`config.mk`:
```
export PLATFORM = sky130hd
export DESIGN_NAME = sdram_mode_ctrl
export DESIGN_NICKNAME = d
export VERILOG_FILES = /design/src/rtl/sdram_mode_pkg.sv /design/src/rtl/mode_field_decode.sv /design/src/rtl/mode_lockout_timer.sv /design/src/rtl/sdram_mode_ctrl.sv
export SDC_FILE = /design/constraint.sdc
export NUM_CORES = 1
export LEC_CHECK = 0
export BUFFER_PORTS_ARGS = -buffer_cell sky130_fd_sc_hd__buf_4
export CORE_MARGIN = 10
export CORE_UTILIZATION = 35
export CTS_CLUSTER_SIZE = 40
export DETAILED_ROUTE_END_ITERATION = 12
export GPL_TIMING_DRIVEN = 1
export SYNTH_ARGS = -nofsm -noshare
export SYNTH_HDL_FRONTEND = slang
export SYNTH_HIERARCHICAL = 1
export SYNTH_SLANG_ARGS = --single-unit
```
`constraint.sdc`:
```
create_clock -name clk -period 2.95 [get_ports clk]
set_input_delay 0.1475 -clock clk [delete_from_list [all_inputs] [get_ports clk]]
set_output_delay 0.1475 -clock clk [all_outputs]
set_load 0.05 [all_outputs]
```
`src/rtl/sdram_mode_pkg.sv`:
```
package sdram_mode_pkg;

    // Largest burst-length code; the length is 1 << code.
    localparam int unsigned BL_MAX_CODE = 4;
    localparam int unsigned BLEN_W      = BL_MAX_CODE + 1;
    localparam int unsigned CL_W        = 2;

    // Field positions inside the mode word.
    localparam int unsigned BL_LSB  = 0;
    localparam int unsigned ORD_BIT = 3;
    localparam int unsigned CL_LSB  = 4;
    localparam int unsigned CODE_W  = 3;
    localparam int unsigned ZERO_LSB = 7;

    // Supported CAS latency codes.
    localparam logic [CODE_W-1:0] CL_CODE_MIN = 3'd2;
    localparam logic [CODE_W-1:0] CL_CODE_MAX = 3'd3;

    typedef struct packed {
        logic              valid;
        logic [BLEN_W-1:0] blen;
        logic              ilv;
        logic [CL_W-1:0]   cl;
    } mode_fields_t;

    typedef struct packed {
        logic illegal;
        logic reserved;
        logic lockout;
    } mode_errs_t;

endpackage

```
`src/rtl/mode_field_decode.sv`:
```
module mode_field_decode
    import sdram_mode_pkg::*;
#(
    parameter int unsigned ADDR_W = 11
) (
    input  logic [ADDR_W-1:0] word,
    output logic [BLEN_W-1:0] blen,
    output logic              ilv,
    output logic [CL_W-1:0]   cl,
    output logic              bl_rsv,
    output logic              cl_rsv,
    output logic              high_nz
);
    localparam int unsigned HI_W = ADDR_W - ZERO_LSB;

    logic [CODE_W-1:0] bl_code;
    logic [CODE_W-1:0] cl_code;
    logic [HI_W-1:0]   hi_bits;

    assign bl_code = word[BL_LSB +: CODE_W];
    assign cl_code = word[CL_LSB +: CODE_W];
    assign hi_bits = word[ADDR_W-1:ZERO_LSB];

    always_comb begin
        bl_rsv = 1'b1;
        blen   = '0;
        if ((bl_code != '0) && (32'(bl_code) <= BL_MAX_CODE)) begin
            bl_rsv = 1'b0;
            blen   = BLEN_W'(1) << bl_code;
        end
    end

    always_comb begin
        cl_rsv = 1'b1;
        cl     = '0;
        if ((cl_code >= CL_CODE_MIN) && (cl_code <= CL_CODE_MAX)) begin
            cl_rsv = 1'b0;
            cl     = cl_code[CL_W-1:0];
        end
    end

    assign ilv     = word[ORD_BIT];
    assign high_nz = |hi_bits;

endmodule

```
`src/rtl/mode_lockout_timer.sv`:
```
module mode_lockout_timer #(
    parameter int unsigned WAIT_CYC = 2
) (
    input  logic clk,
    input  logic rst_n,
    input  logic clear,
    input  logic start,
    output logic busy
);
    localparam int unsigned CNT_W = (WAIT_CYC < 1) ? 1 : $clog2(WAIT_CYC + 1);
    localparam logic [CNT_W-1:0] LOAD_VAL = CNT_W'(WAIT_CYC);

    logic [CNT_W-1:0] cnt_d, cnt_q;

    always_comb begin
        cnt_d = cnt_q;
        if (clear) begin
            cnt_d = '0;
        end else if (start) begin
            cnt_d = LOAD_VAL;
        end else if (cnt_q != '0) begin
            cnt_d = cnt_q - CNT_W'(1);
        end
    end

    always_ff @(posedge clk or negedge rst_n) begin
        if (!rst_n) cnt_q <= '0;
        else        cnt_q <= cnt_d;
    end

    assign busy = (cnt_q != '0);

endmodule

```
`src/rtl/sdram_mode_ctrl.sv`:
```
module sdram_mode_ctrl
    import sdram_mode_pkg::*;
#(
    parameter int unsigned ADDR_W    = 11,
    parameter int unsigned BA_W      = 2,
    parameter int unsigned NUM_BANKS = 4,
    parameter int unsigned WAIT_CYC  = 2
) (
    input  logic                 clk,
    input  logic                 rst_n,
    input  logic                 cmd_valid,
    input  logic                 cmd_is_load,
    input  logic [BA_W-1:0]      bank_addr,
    input  logic [ADDR_W-1:0]    addr,
    input  logic [NUM_BANKS-1:0] banks_idle,
    input  logic                 dpd_enter,
    output logic                 mode_valid,
    output logic [BLEN_W-1:0]    burst_len,
    output logic                 burst_ilv,
    output logic [CL_W-1:0]      cas_lat,
    output logic                 lock_busy,
    output logic                 err_illegal,
    output logic                 err_reserved,
    output logic                 err_lockout
);
    typedef struct packed {
        mode_fields_t mode;
        mode_errs_t   errs;
    } ctrl_state_t;

    ctrl_state_t st_d, st_q;

    logic [BLEN_W-1:0] dec_blen;
    logic              dec_ilv;
    logic [CL_W-1:0]   dec_cl;
    logic              dec_bl_rsv, dec_cl_rsv, dec_high_nz;

    logic load_cmd, blocked, targeted, bad_load, rsv_load, accept;

    mode_field_decode #(.ADDR_W(ADDR_W)) u_decode (
        .word    (addr),
        .blen    (dec_blen),
        .ilv     (dec_ilv),
        .cl      (dec_cl),
        .bl_rsv  (dec_bl_rsv),
        .cl_rsv  (dec_cl_rsv),
        .high_nz (dec_high_nz)
    );

    mode_lockout_timer #(.WAIT_CYC(WAIT_CYC)) u_lockout (
        .clk   (clk),
        .rst_n (rst_n),
        .clear (dpd_enter),
        .start (accept),
        .busy  (lock_busy)
    );

    always_comb begin
        load_cmd = cmd_valid && cmd_is_load;
        blocked  = cmd_valid && lock_busy;
        targeted = load_cmd && !blocked && (bank_addr == '0) && !dpd_enter;
        bad_load = targeted && (dec_high_nz || !(&banks_idle));
        rsv_load = targeted && (dec_bl_rsv || dec_cl_rsv);
        accept   = targeted && !bad_load && !rsv_load;

        st_d              = st_q;
        st_d.errs.illegal  = bad_load;
        st_d.errs.reserved = rsv_load;
        st_d.errs.lockout  = blocked && !dpd_enter;

        if (dpd_enter) begin
            st_d.mode = '0;
        end else if (accept) begin
            st_d.mode.valid = 1'b1;
            st_d.mode.blen  = dec_blen;
            st_d.mode.ilv   = dec_ilv;
            st_d.mode.cl    = dec_cl;
        end
    end

    always_ff @(posedge clk or negedge rst_n) begin
        if (!rst_n) st_q <= '0;
        else        st_q <= st_d;
    end

    assign mode_valid   = st_q.mode.valid;
    assign burst_len    = st_q.mode.blen;
    assign burst_ilv    = st_q.mode.ilv;
    assign cas_lat      = st_q.mode.cl;
    assign err_illegal  = st_q.errs.illegal;
    assign err_reserved = st_q.errs.reserved;
    assign err_lockout  = st_q.errs.lockout;

endmodule

```
==> run metrics <==
Pleak=0.604 nW; CTS Root Cell=clkbuf_4; Starting Density=0.364; critical path peak fanout=10; initial antenna violation count=0; critical path endpoint category=flop; dpl cells=127; top-count cell post-synth=dfrtp_1; Pre-antenna DRT Iters=4; mux share of post-synthesis cell area=0.163; Vias/cell=4.74; layout cells sized above 1=0.476; Async SR Flop Fraction=1.00; min Tclk post-route=2.24 ns; Seq/Total Area, Yosys=0.440; fin crit share=0.760; relative slew slack=0.538; Hold Crit Class=in -> reg; Synth Instances=68; CTS tree=done; Top FF cell, synth=dfrtp_1; setup bufs post-CTS=0; Reg power frac=0.419; Crit-path slowest cell=nand4bb_1; CTS H-tree depth=1; area share of the largest cell type after synthesis=0.440; synthesized net count=93; drt first-iter violations=15; VDD IR max=0.000321 V; Post-Synth Adder-Cell Area=0.0471; type of the worst setup path=reg -> reg; die height=67.7 um; Final Slew Violations=0; DP Area=1060 um2; switch share=0.341; Synth Area per Inst=11.7 um2; Antenna diodes=0; Critical path buffers and inverters=2; Worst-Skew Late Latency=0.27 ns; first-pass GRT wire length=2.93 mm; hold_ws=0.104 ns; count of input and output buffers=34; final setup fails=0; Tot GR Track Use=0.0837; final hold viol count=0; std cell rows=17; core area=2190 um2; top cells by count, synth=dfrtp_1, nor2b_1, mux2_4; post-route cell area=1100 um2; Compound-Gate Fraction of Synth Area=0.0188; ANT nets after route=0; clock power share=0.201; EDFF count, synth=0; P_int=332 uW; Bufs on Longest Clock Path=2; switching power=172 uW; Layout Nets=130; Critical Path RT=3.10 ns; crit path launch type=flop; Non-Filler Instances=131; largest net degree at the start of global routing=15; clock skew=0.00309 ns; YS warnings=6; routed len/inst=13.9 um; combinational share of power=0.379; dpl hpwl=1.51 mm; area grow syn2layout=37.7%; I/O Pins=35; clock transition at the registers of the reported paths=0.08 ns; status=complete, no violations; total grt overflow=0; fmax=0.446 GHz; CP arrival=2.40 ns; DRT Wirelength=1.83 mm; vias after detailed routing=621; Worst-Margin Slew=0.690 ns; dominant cells by area after synthesis=dfrtp_1, mux2_4, nor2b_1; Post-Route Setup TNS=0 ns; die span in x=67.7 um; Max Cap Viol=0; RSZ-0062 raised after global routing=false; placer congestion estimate=0.678; power consumption=505 uW; Synth area leader=dfrtp_1; Yosys cell types=27; Yosys reg bits=14; crit-path cells=inv_1 -> ha_1 -> inv_2 -> nor4b_4 -> nand4bb_1 -> mux2_4; mapped cell area=797 um2; largest family of logic cells by synthesized area=simple AND/OR/NAND/NOR gates; Largest stage delay, worst path=0.59 ns; number of global-route vias before repair=674; DR DRC count=0; clock buffer count from CTS=3; CP delay by family, top=simple AND/OR/NAND/NOR gates; Post-Synth XOR/XNOR Area=0.0110; fill count=202; FF/Latch Area=350 um2; simple-gate portion of the synthesized area=0.259; Pwr Density=460 nW/um2; Clock Sinks=14; Multi-input gate area=398 um2; DIE AREA=4590 um2
==> path summary, 6_finish.rpt <==
kind,start,endpoint,slack (ns),cells after the start
setup / recovery,u_lockout/cnt_q[0],cas_lat[1],0.71,6
hold / removal,addr[3],burst_ilv,0.10,2
setup reg to reg,u_lockout/cnt_q[0],cas_lat[1],0.71,6
hold reg to reg,mode_valid,mode_valid,0.53,2
max in group asynchronous,rst_n,u_lockout/cnt_q[1],2.53,2
min in group asynchronous,rst_n,u_lockout/cnt_q[0],0.26,2
==> through the flow <==
step	util	setup WS [ns]
global route	0.501	0.561
finish	0.501	0.709
global placement	0.486	0.734
CTS	0.501	0.678
floorplan	-	1.19
detailed placement	0.486	0.693
==> state kept, by name (all words and copies together) (netlist names) <==
name,count
cas_lat,2
burst_ilv,1
err_illegal,1
err_lockout,1
err_reserved,1
u_lockout/cnt_q,2
burst_len,5
mode_valid,1
==> cells in the final DEF, fill, tap and decap left out, types with 2 or more instances in the layout <==
cell | synthesis | layout
nor2b_1 | 10 | 10
nor2_1 | 5 | 5
ha_1 | 3 | 3
dfrtp_1 | 14 | 14
inv_1 | 6 | 6
buf_4 | 1 | 34
nor4bb_1 | 2 | 2
clkbuf_4 | 0 | 3
mux2_4 | 8 | 8
==> kinds of logic after synthesis <==
kind of cell               count (synthesis)
xor gates and xnor gates                   1
DFF                                       14
muxes                                      9
AOI/OAI and AO/OA                          2
and+or+nand+nor                           29
adders and majority gates                  3
buffers and inverters                     10
==> routing by layer <==
layer | global-route usage | part of all wire
met4 | 0.0462 | 0.015
met1 | 0.0922 | 0.39
met2 | 0.133 | 0.48
met5 | 0 | 0
met3 | 0.0364 | 0.12
==> layout make-up <==
class | count | share of cell area
multi-input cells | 44 | 0.363
clock buffers | 3 | 0.0205
inverters | 7 | 0.0239
flip-flops and latches | 14 | 0.319
well taps | 28 | 0.0319
repair buffers | 35 | 0.242
==> power groups by stage <==
stage               Sequential (mW)  Combinational (mW)  Clock, mW
floorplan                     0.227               0.118          0
global placement              0.215               0.188          0
detailed placement            0.216               0.192          0
CTS                           0.212               0.194      0.107
global route                  0.214               0.206      0.115
finish                        0.212               0.191      0.102
==> timing repair <==
item,4_1_cts,5_1_grt
hold buffers,1,0
gates resized for setup,0,0
endpoints found under the hold margin,14,0
Power figures use the tool's default switching activity.
